--- src/rtl/ckw_pkg.sv ---
package ckw_pkg;

   localparam int SRC_W = 3;

   typedef enum logic [1:0] {
      PH_IDLE,
      PH_CYC,
      PH_TIME,
      PH_RUN
   } wake_ph_t;

   typedef enum logic [1:0] {
      DLY_XTAL,
      DLY_RC,
      DLY_SHORT
   } dly_kind_t;

   // Codes 0..2 are crystals, 3 is the RC source, the rest settle quickly.
   function automatic dly_kind_t src_kind(input logic [SRC_W-1:0] s);
      if (s <= SRC_W'(2))
         return DLY_XTAL;
      else if (s == SRC_W'(3))
         return DLY_RC;
      else
         return DLY_SHORT;
   endfunction

endpackage

--- src/rtl/ckw_wake_timer.sv ---
module ckw_wake_timer
   import ckw_pkg::*;
#(
   parameter int XTAL_CYC   = 1024,
   parameter int XTAL_TICKS = 100,
   parameter int RC_TICKS   = 300,
   parameter int SHORT_CYC  = 32
) (
   input  logic             clk,
   input  logic             rst_n,
   input  logic             wake,
   input  logic [SRC_W-1:0] src,
   input  logic             ref_tick,
   output logic             ready
);

   localparam int CYC_MAX  = (XTAL_CYC > SHORT_CYC) ? XTAL_CYC : SHORT_CYC;
   localparam int TICK_MAX = (XTAL_TICKS > RC_TICKS) ? XTAL_TICKS : RC_TICKS;
   localparam int CYC_W    = $clog2(CYC_MAX);
   localparam int TICK_W   = $clog2(TICK_MAX);

   generate
      if (XTAL_CYC < 2 || SHORT_CYC < 2) begin : g_bad_cyc
         $error("ckw_wake_timer: cycle counts must be at least 2");
      end
      if (XTAL_TICKS < 2 || RC_TICKS < 2) begin : g_bad_tick
         $error("ckw_wake_timer: tick counts must be at least 2");
      end
   endgenerate

   wake_ph_t          ph_q;
   dly_kind_t         kind_q;
   dly_kind_t         kind_new;
   logic [CYC_W-1:0]  cyc_cnt;
   logic [TICK_W-1:0] tick_cnt;
   logic [CYC_W-1:0]  cyc_last;
   logic [TICK_W-1:0] tick_last;

   assign kind_new  = src_kind(src);
   assign cyc_last  = (kind_q == DLY_XTAL) ? CYC_W'(XTAL_CYC - 1) : CYC_W'(SHORT_CYC - 1);
   assign tick_last = (kind_q == DLY_XTAL) ? TICK_W'(XTAL_TICKS - 1) : TICK_W'(RC_TICKS - 1);
   assign ready     = (ph_q == PH_RUN);

   always_ff @(posedge clk or negedge rst_n) begin
      if (!rst_n) begin
         ph_q     <= PH_IDLE;
         kind_q   <= DLY_SHORT;
         cyc_cnt  <= '0;
         tick_cnt <= '0;
      end else if (wake) begin
         kind_q   <= kind_new;
         cyc_cnt  <= '0;
         tick_cnt <= '0;
         ph_q     <= (kind_new == DLY_RC) ? PH_TIME : PH_CYC;
      end else begin
         case (ph_q)
            PH_CYC: begin
               if (cyc_cnt == cyc_last) begin
                  cyc_cnt <= '0;
                  ph_q    <= (kind_q == DLY_XTAL) ? PH_TIME : PH_RUN;
               end else begin
                  cyc_cnt <= cyc_cnt + CYC_W'(1);
               end
            end
            PH_TIME: begin
               if (ref_tick) begin
                  if (tick_cnt == tick_last)
                     ph_q <= PH_RUN;
                  else
                     tick_cnt <= tick_cnt + TICK_W'(1);
               end
            end
            default: ;
         endcase
      end
   end

   // a sampled wake always takes the block out of the running phase
   a_r5_wake_drops: assert property (@(posedge clk) disable iff (!rst_n)
      wake |=> !ready);

   // crystal sources reach the running phase only through the tick phase
   a_r2_xtal_order: assert property (@(posedge clk) disable iff (!rst_n)
      ($rose(ready) && kind_q == DLY_XTAL) |-> $past(ph_q) == PH_TIME);

   // the RC source never spends time in the cycle-count phase
   a_r3_rc_no_cycles: assert property (@(posedge clk) disable iff (!rst_n)
      (ph_q == PH_CYC) |-> kind_q != DLY_RC);

endmodule

--- src/rtl/ckw_ratio_div.sv ---
module ckw_ratio_div #(
   parameter int DIV_W = 8,
   localparam int RAT_W = DIV_W + 1
) (
   input  logic             clk,
   input  logic             rst_n,
   input  logic             run,
   input  logic             div_we,
   input  logic [DIV_W-1:0] div_wdata,
   output logic             cclk_en,
   output logic             pclk_en,
   output logic [RAT_W-1:0] ratio
);

   generate
      if (DIV_W < 1 || DIV_W > 16) begin : g_bad_w
         $error("ckw_ratio_div: DIV_W must lie in 1..16");
      end
   endgenerate

   logic [DIV_W-1:0] pend_q;
   logic [DIV_W-1:0] act_q;
   logic [RAT_W-1:0] cnt_q;
   logic             phase_q;
   logic             term;

   assign ratio   = (act_q == '0) ? RAT_W'(1) : {act_q, 1'b0};
   assign term    = (cnt_q == ratio - RAT_W'(1));
   assign cclk_en = run & term;
   assign pclk_en = cclk_en & phase_q;

   always_ff @(posedge clk or negedge rst_n) begin
      if (!rst_n)
         pend_q <= '0;
      else if (div_we)
         pend_q <= div_wdata;
   end

   always_ff @(posedge clk or negedge rst_n) begin
      if (!rst_n) begin
         act_q   <= '0;
         cnt_q   <= '0;
         phase_q <= 1'b0;
      end else if (!run) begin
         act_q   <= pend_q;
         cnt_q   <= '0;
         phase_q <= 1'b0;
      end else if (term) begin
         act_q   <= pend_q;
         cnt_q   <= '0;
         phase_q <= ~phase_q;
      end else begin
         cnt_q   <= cnt_q + RAT_W'(1);
      end
   end

   // the ratio in use never changes inside a core period
   a_r7_hold_ratio: assert property (@(posedge clk) disable iff (!rst_n)
      (run && !term) |=> $stable(act_q));

   // with a nonzero value pending, pulses are never back to back
   a_r6_spacing: assert property (@(posedge clk) disable iff (!rst_n)
      (cclk_en && pend_q != '0 && !div_we) |=> !cclk_en);

   // the first pulse after a restart is never a peripheral pulse
   a_r9_phase_restart: assert property (@(posedge clk) disable iff (!rst_n)
      !run |=> !pclk_en);

endmodule

--- src/rtl/ckw_lp_guard.sv ---
module ckw_lp_guard #(
   parameter int RAT_W      = 9,
   parameter int OSC_KHZ    = 14746,
   parameter int LP_MAX_KHZ = 8000,
   parameter bit GUARD      = 1'b1
) (
   input  logic             clk,
   input  logic             rst_n,
   input  logic             lp_we,
   input  logic             lp_wdata,
   input  logic [RAT_W-1:0] ratio,
   output logic             lp_sel
);

   generate
      if (OSC_KHZ < 1 || LP_MAX_KHZ < 1) begin : g_bad_f
         $error("ckw_lp_guard: frequencies must be positive");
      end
   endgenerate

   logic lp_q;
   assign lp_sel = lp_q;

   generate
      if (GUARD) begin : g_guarded
         logic ok;
         assign ok = (32'(OSC_KHZ) <= 32'(LP_MAX_KHZ) * 32'(ratio));

         always_ff @(posedge clk or negedge rst_n) begin
            if (!rst_n)
               lp_q <= 1'b0;
            else if (lp_we)
               lp_q <= lp_wdata & ok;
            else if (!ok)
               lp_q <= 1'b0;
         end

         // a ratio that breaks the limit clears the bit on the next edge
         a_r10_auto_clear: assert property (@(posedge clk) disable iff (!rst_n)
            (lp_q && !ok) |=> !lp_q);
      end else begin : g_plain
         always_ff @(posedge clk or negedge rst_n) begin
            if (!rst_n)
               lp_q <= 1'b0;
            else if (lp_we)
               lp_q <= lp_wdata;
         end
      end
   endgenerate

   // writing 0 always clears the bit
   a_r10_write_zero: assert property (@(posedge clk) disable iff (!rst_n)
      (lp_we && !lp_wdata) |=> !lp_sel);

endmodule

--- src/rtl/cclk_wake_div.sv ---
module cclk_wake_div
   import ckw_pkg::*;
#(
   parameter int DIV_W      = 8,
   parameter int XTAL_CYC   = 1024,
   parameter int XTAL_TICKS = 100,
   parameter int RC_TICKS   = 300,
   parameter int SHORT_CYC  = 32,
   parameter int OSC_KHZ    = 14746,
   parameter int LP_MAX_KHZ = 8000,
   parameter bit LP_GUARD   = 1'b1
) (
   input  logic             clk,
   input  logic             rst_n,
   input  logic             ref_tick,
   input  logic [2:0]       src_sel,
   input  logic             wake,
   input  logic             div_we,
   input  logic [DIV_W-1:0] div_wdata,
   input  logic             lp_we,
   input  logic             lp_wdata,
   output logic             ready,
   output logic             cclk_en,
   output logic             pclk_en,
   output logic             lp_sel
);

   localparam int RAT_W = DIV_W + 1;

   generate
      if (SRC_W != 3) begin : g_bad_src
         $error("cclk_wake_div: source code width mismatch");
      end
   endgenerate

   logic [RAT_W-1:0] ratio;

   ckw_wake_timer #(
      .XTAL_CYC   (XTAL_CYC),
      .XTAL_TICKS (XTAL_TICKS),
      .RC_TICKS   (RC_TICKS),
      .SHORT_CYC  (SHORT_CYC)
   ) u_timer (
      .clk      (clk),
      .rst_n    (rst_n),
      .wake     (wake),
      .src      (src_sel),
      .ref_tick (ref_tick),
      .ready    (ready)
   );

   ckw_ratio_div #(
      .DIV_W (DIV_W)
   ) u_div (
      .clk       (clk),
      .rst_n     (rst_n),
      .run       (ready),
      .div_we    (div_we),
      .div_wdata (div_wdata),
      .cclk_en   (cclk_en),
      .pclk_en   (pclk_en),
      .ratio     (ratio)
   );

   ckw_lp_guard #(
      .RAT_W      (RAT_W),
      .OSC_KHZ    (OSC_KHZ),
      .LP_MAX_KHZ (LP_MAX_KHZ),
      .GUARD      (LP_GUARD)
   ) u_lp (
      .clk      (clk),
      .rst_n    (rst_n),
      .lp_we    (lp_we),
      .lp_wdata (lp_wdata),
      .ratio    (ratio),
      .lp_sel   (lp_sel)
   );

   // no enable leaves the block while the settling delay is open
   a_r11_gated: assert property (@(posedge clk) disable iff (!rst_n)
      !ready |-> (!cclk_en && !pclk_en));

endmodule

--- config.mk ---
export PLATFORM = sky130hd
export DESIGN_NAME = cclk_wake_div
export DESIGN_NICKNAME = d
export VERILOG_FILES = /design/src/rtl/ckw_pkg.sv /design/src/rtl/ckw_wake_timer.sv /design/src/rtl/ckw_ratio_div.sv /design/src/rtl/ckw_lp_guard.sv /design/src/rtl/cclk_wake_div.sv
export SDC_FILE = /design/constraint.sdc
export NUM_CORES = 1
export LEC_CHECK = 0
export BUFFER_PORTS_ARGS = -buffer_cell sky130_fd_sc_hd__buf_4
export CAP_MARGIN = 20
export CELL_PAD_IN_SITES_DETAIL_PLACEMENT = 1
export CELL_PAD_IN_SITES_GLOBAL_PLACEMENT = 1
export CORE_ASPECT_RATIO = 0.9
export CORE_UTILIZATION = 44
export CTS_CLUSTER_SIZE = 14
export DETAILED_ROUTE_END_ITERATION = 16
export PLACE_DENSITY = 0.85
export SETUP_SLACK_MARGIN = 0.15
export SYNTH_ARGS = -nofsm -noshare
export SYNTH_HDL_FRONTEND = slang
export SYNTH_SLANG_ARGS = --single-unit
--- constraint.sdc ---
create_clock -name clk -period 4.7 [get_ports clk]
set_input_delay 1.41 -clock clk [delete_from_list [all_inputs] [get_ports clk]]
set_output_delay 1.41 -clock clk [all_outputs]
set_load 0.1 [all_outputs]
After elaboration in Yosys (flattened, before gate mapping). Cells that the tools add are included.

Mux-type cells: 27. Multiply operators: 1. Order comparisons: 2. $add $sub $neg: 4. Bitwise logic cells: 4. Reduce and logical (&&, ||, !) cells: 8. Equal/unequal tests: 14.

Operators by type and width (count): $mux W9 (8); $mux W10 (4); $le A14 B22 Y1 const A (1); $add A9 B1 Y9 const B (2); $eq A9 B9 Y1 (2); $mul A7 B9 Y16 const A (1); $mux W8 (2); $mux W2 (7); $add A10 B1 Y10 const B (1); $eq A10 B10 Y1 (1); $sub A9 B1 Y9 const B (1); $logic_not A8 Y1 (1); $ne A2 B2 Y1 const B (3); $ne A3 B2 Y1 const B (2); $reduce_bool A2 Y1 (3); $mux W1 (5); $eq A2 B1 Y1 const B (2); $eq A2 B2 Y1 const B (2); $pmux W2 S2 (1); $reduce_and A4 Y1 (1); $and A1 B1 Y1 (3); $eq A3 B2 Y1 const B (1); $le A3 B2 Y1 const B (1); $ne A3 B3 Y1 const B (1); other kinds (4) (4).

Bits of input ports: 18. Output and inout port bits: 4. Bits in registers: 50.

Longest topological paths before layout. Gate-level depths: netlist of the first run.

Word-level depth: 7. Gate-level depth with buffers: 21. Mapped depth without buffers: 20.

Cells and area by module. A second synthesis of the first run with hierarchy kept.

Cells, all modules: 489. Area total of the unflattened synthesis: 4584.4 sq um.

By module, submodules not included: ckw_lp_guard (times used 1, seq. area each 25.0 sq um, cells an instance 175, area an instance 1630.3 sq um); ckw_ratio_div (times used 1, seq. area each 650.6 sq um, cells an instance 171, area an instance 1614.0 sq um); ckw_wake_timer (times used 1, seq. area each 576.8 sq um, cells an instance 143, area an instance 1340.0 sq um).

Least setup slack after synthesis of the first run. No wires, ideal clock.

Path type: reg-to-reg. Start: register u_div.act_q[0]. End: register u_lp.lp_q (netlist: u_lp.lp_sel). Clock period less this slack: 4.895 ns. Data required time: 4.570 ns. Arrival: 4.765 ns. Cell stages (with the launch flop): 20. Path buffers: 1. Path slack: -0.195 ns. Cells stage by stage: dfrtp_1 inv_1 ha_1 nand4_2 buf_2 nand2_1 inv_1 fa_1 inv_1 fa_1 fa_1 fa_1 inv_1 ha_1 o211ai_1 o21a_1 o21ai_0 o31ai_1 xnor2_1 a31oi_1.

Cells in the longest elaborated chain, start to end: 6.

RTL lines: from (decl) (line ckw_ratio_div.sv:22) `logic [DIV_W-1:0] act_q;`; from (signal assigned) (line ckw_ratio_div.sv:45) `act_q <= pend_q;`; from (signal assigned) (line ckw_ratio_div.sv:49) `act_q <= pend_q;`; $logic_not A8 Y1 (line ckw_ratio_div.sv:27) `assign ratio = (act_q == '0) ? RAT_W'(1) : {act_q, 1'b0};`; $mux W9 (*) (line ckw_ratio_div.sv:27); $mul A7 B9 Y16 (*) (line ckw_lp_guard.sv:27) `assign ok = (32'(OSC_KHZ) <= 32'(LP_MAX_KHZ) * 32'(ratio));`; $le A14 B22 Y1 (*) (line ckw_lp_guard.sv:27); $and A1 B1 Y1 (line ckw_lp_guard.sv:33) `lp_q <= lp_wdata & ok;`; $mux W1 (line ckw_lp_guard.sv:32) `else if (lp_we)`; to (signal assigned) (line ckw_lp_guard.sv:33); to (decl) (line ckw_lp_guard.sv:21) `logic lp_q;`.

Every way passes the cells marked *; elsewhere a longest branch is shown, timed or not. A chain may end at the register's enable or synchronous reset.

Worst setup path after layout of the first run.
Start: register u_div.act_q[2]. End: register u_lp.lp_q (netlist: u_lp.lp_sel).

The elaborated chain is that of the path after synthesis.

==> flow_summary.toml, run 1 <==
[detailed_routing]
remaining_drc_errors = 0
vias_per_cell = 5.64
ant_nets = 0
drt-initial-drc-count = 91
routed_wl_um = 13400
wl_per_cell_um = 20.9
vias = 3616
firstDrtPassIters = 4

[die]
fp.dieH_um = 96.0
die_w_um = 106
rows = 33
start_util = 0.463
fp.dieArea_um2 = 10200
core_um2 = 9330
pin_count = 22

[sta]
slew_headroom = 0.402
fin_skew_ns = 0.00695
finalCriticalPeriod_ns = 4.81
finalHoldViolations = 0
layout_setup_ws_ns = -0.108
setup_viol = 1
fin_crit_sh = 1.02
rsz0062_at_grt = "yes"
slew_violations = 0
worst_pin_slew_ns = 0.894
fmax_mhz = 208

[clock_tree]
clk_pin_slew_ns = 0.09
htreeDepth = 2
cts_tree = "built"
clock-sinks = 50
cts_root_buffer = "clkbuf_8"
cts_buffer_depth = 2
cts_buffers = 5
clk_latency_ns = 0.32
postCtsHoldBufs = 0

[synthesis]
async_flop_share = 1.00
yosys.cell_types.count = 56
netlist_area_um2 = 4320
synth-seq-area-share = 0.290
netlist_instances = 450
syn_area_per_cell_um2 = 9.61
ys.flop_type = "dfrtp_1"
ys_ff_latch = 50
ys_warn_count = 0
synth-edff-count = 0

[outcome]
outcome = "finished with violations"
violations = "negative setup slack"

[global_routing]
grt_overflow = 0
grt_pass1_wl_um = 18800
grt_max_degree = 51
grt_use_total = 0.244
grt_pass1_vias = 3768
antenna_found_initial = 0

[placement]
hpwl_um = 8460
place_congestion = 0.879
dp.cells = 600
io_buffers = 21

[worst_setup_path]
required_ns = 4.90
cp_max_fo = 5
cp.arrival_ns = 5.01
worst_setup_path_start_kind = "flop"
criticalPathCategory = "flop to flop"
worstSetupEndpointType = "flop"

[layout]
drive_gt1_frac = 0.283
area_delta_synth_final_pct = 24.4
insertedDiodeCount = 0
finalNonFillerCells = 641
fin_nets = 611

[run]
max-cap-violations = 0

[min_path]
hp-class = "flop to flop"
-- critical path, cell delays in order, from the launching register on --
cell,delay (ns)
dfrtp_1,0.42
inv_2,0.10
ha_4,0.17
nand4_4,0.15
buf_6,0.19
nand2_8,0.09
inv_6,0.04
fa_1,0.55
inv_1,0.08
fa_1,0.47
fa_1,0.50
fa_1,0.53
inv_2,0.05
ha_4,0.22
o211ai_1,0.27
o21a_4,0.21
o21ai_4,0.08
o31ai_2,0.26
xnor2_1,0.19
a31oi_1,0.11
-- final timing paths --
path                                       from  slack, ns              end  cells past startpoint
worst max-delay path             u_div.act_q[2]      -0.11      u_lp.lp_sel                     19
min in group asynchronous                 rst_n       1.10   u_div.cnt_q[3]                      1
worst min register to register  u_div.pend_q[5]       0.52  u_div.pend_q[5]                      1
max in group asynchronous                 rst_n       3.12   u_div.act_q[3]                      1
worst max register to register   u_div.act_q[2]      -0.11      u_lp.lp_sel                     19
worst min-delay path            u_div.pend_q[5]       0.52  u_div.pend_q[5]                      1
-- timing repair --
item	CTS	global route
setup buffers	13	20
hold endpoints to repair	0	0
pin swaps	12	30
gates resized for setup	17	37
setup endpoints to repair	3	3
-- cell usage after synthesis, drive strengths merged (5+ instances only) --
master	n	area, µm²
xnor2	16	148
clkbuf	5	18.8
nand3	11	60.1
mux2i	8	80.1
nand2	30	113
ha	51	638
and3	8	50.1
mux2	19	218
o21ai	27	146
nand2b	7	51.3
fa	24	480
inv	58	218
a31oi	6	37.5
xor2	16	140
a21oi	9	45.0
dfrtp	49	1230
nor3	5	25.0
nand4	7	50.1
nor2	42	158
-- cell usage in the layout (no fill, tap or decap), types with 6 or more instances in the layout --
| cell | count |
|---|---|
| nand4_1 | 6 |
| ha_4 | 7 |
| nor2_1 | 40 |
| xnor2_1 | 14 |
| ha_1 | 44 |
| o21ai_0 | 22 |
| inv_2 | 10 |
| xor2_1 | 16 |
| mux2_2 | 18 |
| a21oi_1 | 8 |
| nand3_1 | 10 |
| fa_1 | 24 |
| nand2b_1 | 6 |
| and3_1 | 7 |
| mux2i_1 | 8 |
| dfrtp_1 | 47 |
| inv_1 | 45 |
| buf_4 | 60 |
| nand2_1 | 24 |
-- metrics by stage --
step / area [µm²] / worst slack, ns / setup TNS, ns / hold WS (ns) / utilization
after detailed placement: 4800 / -0.186 / -0.186 / 0.499 / 0.514
after global routing: 5380 / -0.254 / -0.254 / 0.538 / 0.577
after global placement: 4800 / 0.0102 / 0 / 0.489 / 0.514
after floorplan: 4440 / 0.154 / 0 / 0.461 / -
final: 5380 / -0.108 / -0.108 / 0.516 / 0.577
after CTS: 5080 / 0.107 / 0 / 0.516 / 0.544
-- state kept, by name, summed over array words and instances (netlist names) --
name and count:
u_div.phase_q 1, u_div.act_q 8, u_div.cnt_q 9, u_timer.tick_cnt 9
u_timer.cyc_cnt 10, u_timer.kind_q 2, u_timer.ph_q 2, u_div.pend_q 8
u_lp.lp_sel 1
-- area by class of cell --
type	instances	area, µm²
clock buffer	6	72.6
clock inverter	2	38.8
fill	1038	3950
inverter	58	228
multi-input combinational	336	3080
sequential	50	1250
tap	122	153
timing repair buffer	67	551
-- routing by layer --
layer | up-vias | wire (µm) | share of wire | track usage
met5 | - | 0 | 0 | 0
met4 | 0 | 509 | 0.038 | 0.0902
met3 | 41 | 371 | 0.028 | 0.0427
met2 | 104 | 7170 | 0.54 | 0.469
met1 | 1821 | 5320 | 0.40 | 0.270
li1 | 1650 | - | - | -
-- cells by family (layout without fill, tap and decap cells) --
family,Yosys count,count (layout),synth area share
other cells,1,3,0.000867
compound gates,67,67,0.0987
buf+inv,66,133,0.0605
flops,50,50,0.290
fa+ha+maj,75,75,0.259
xor+xnor,32,32,0.0666
mux,27,27,0.0689
simple gates,132,132,0.156
Power of run 1 is not shown: default switching activity piles up to over one toggle a cycle in this logic, so the estimate is an artifact.
==> inputs of run 2 (changes only) <==
SETUP_SLACK_MARGIN = unset   (was 0.15)
==> flow_summary.toml, run 2 (synthesized netlist as in run 1, its figures left out) <==
[layout]
largest-register = "u_timer.cyc_cnt"
largest_reg_flops = 10
top_regs = "u_timer.cyc_cnt x10, u_div.cnt_q x9, u_timer.tick_cnt x9"
fin_area_um2 = 5250
finalNonFillerCells = 636
area_delta_synth_final_pct = 21.4
fin_nets = 606
insertedDiodeCount = 0
layout_commonest_cell = "buf_4"
drive_gt1_frac = 0.272
final_cell_mix = "buf_4, dfrtp_1, ha_1"

[detailed_routing]
drt-initial-drc-count = 123
firstDrtPassIters = 4
remaining_drc_errors = 0
vias_per_cell = 5.62
wl_per_cell_um = 20.7
vias = 3575
ant_nets = 0
routed_wl_um = 13100

[die]
rows = 33
start_util = 0.463
die_w_um = 106
fp.dieArea_um2 = 10200
core_um2 = 9330
pin_count = 22
fp.dieH_um = 96.0

[worst_setup_path]
reg2reg_to = "u_lp.lp_sel"
worstSetupEndpointType = "flop"
r2r_start = "u_div.act_q[6]"
criticalPathCategory = "flop to flop"
required_ns = 4.93
cp.arrival_ns = 5.13
rrSetupSlack_ns = -0.20
worst_setup_path_start_kind = "flop"
cp_max_fo = 5
rr_worst_depth = 18

[placement]
dp.cells = 606
dpl_cell_area_um2 = 4770
place_congestion = 0.845
io_buffers = 21
hpwl_um = 8980

[clock_tree]
cts_root_buffer = "clkbuf_8"
clk_latency_ns = 0.32
clk_pin_slew_ns = 0.11
cts_buffers = 5
htreeDepth = 2
clock-sinks = 50
cts_buffer_depth = 2
cts_tree = "built"

[min_path]
hp-class = "flop to flop"
holdPathEnd = "u_timer.kind_q[0]"
hold_start = "u_timer.kind_q[0]"
holdPathStages = 1

[global_routing]
grt_use_total = 0.249
grt_pass1_vias = 3958
grt_pass1_wl_um = 19700
antenna_found_initial = 0
grt_overflow = 0
grt_max_degree = 51

[sta]
finalCriticalPeriod_ns = 4.90
finalHoldViolations = 0
worst_pin_slew_ns = 0.949
fin_skew_ns = 0.0131
setup_viol = 3
slew_headroom = 0.365
rsz0062_at_grt = "yes"
slew_violations = 0
layout_setup_ws_ns = -0.204
fmax_mhz = 204
holdWs_ns = 0.522
fin_crit_sh = 1.04

[outcome]
violations = "negative setup slack"
outcome = "finished with violations"

[run]
max-cap-violations = 0
run 2: cell types whose count changed in the layout (fill, tap and decap cells not counted), moves of 2 or more:
cell     delta
buf_6       -2
buf_4       -2
nand2_2     -2
nand2_1     +2
xnor2_2     +2
run 2: area by class of cell:
type	count	area (µm²)
fillers	1081	4080
multi-input cells	336	3030
flip-flops and latches	50	1250
repair buffers	62	493
inverters	58	225
well taps	122	153
clock buffers	5	68.8
clock inverters	3	28.8
run 2: repair_timing:
action                     4_1_cts  5_1_grt
hold buffers                     0        0
gates resized for setup         18       33
buffers inserted                 7       15
setup endpoints to repair        3        3
pin swaps                       10       22
run 2: worst max path at each step:
| stage | startpoint | to | cells after the start |
|---|---|---|---|
| floorplan | u_div.act_q[0] | u_lp.lp_sel | 19 |
| global placement | u_div.act_q[6] | u_lp.lp_sel | 20 |
| detailed placement | u_div.act_q[6] | u_lp.lp_sel | 20 |
| CTS | u_div.act_q[3] | u_lp.lp_sel | 20 |
| global route | u_div.act_q[7] | u_lp.lp_sel | 18 |
| finish | u_div.act_q[6] | u_lp.lp_sel | 18 |
run 2: critical path: stages, from the launching register on:
cell and delay (ns):
dfrtp_1 0.42, inv_2 0.12, ha_4 0.18, nand4_4 0.22, buf_6 0.21, nand2_1 0.11
buf_4 0.18, fa_1 0.47, fa_1 0.52, inv_1 0.05, fa_1 0.45, ha_1 0.31
ha_1 0.37, a21o_1 0.27, o211ai_1 0.31, nand4b_1 0.18, nand4_1 0.14, a31oi_1 0.06
a31oi_1 0.24
run 2: stage by stage:
stage | setup TNS (ns) | setup slack (ns) | util
detailed placement | -0.197 | -0.197 | 0.511
global placement | 0 | 0.0763 | 0.511
CTS | 0 | 0.00649 | 0.537
global route | -0.687 | -0.303 | 0.563
floorplan | 0 | 0.00292 | -
finish | -0.422 | -0.204 | 0.563
run 2: layer usage:
layer  part of all wire  wire length [µm]  global-route usage  up-vias
met2               0.54              7050               0.479       82
li1                   -                 -                   -     1637
met1               0.39              5180               0.285     1820
met5                  0                 0                   0        -
met3              0.032               427              0.0399       36
met4              0.037               484              0.0765        0
Power of run 2 is left out for the same reason.
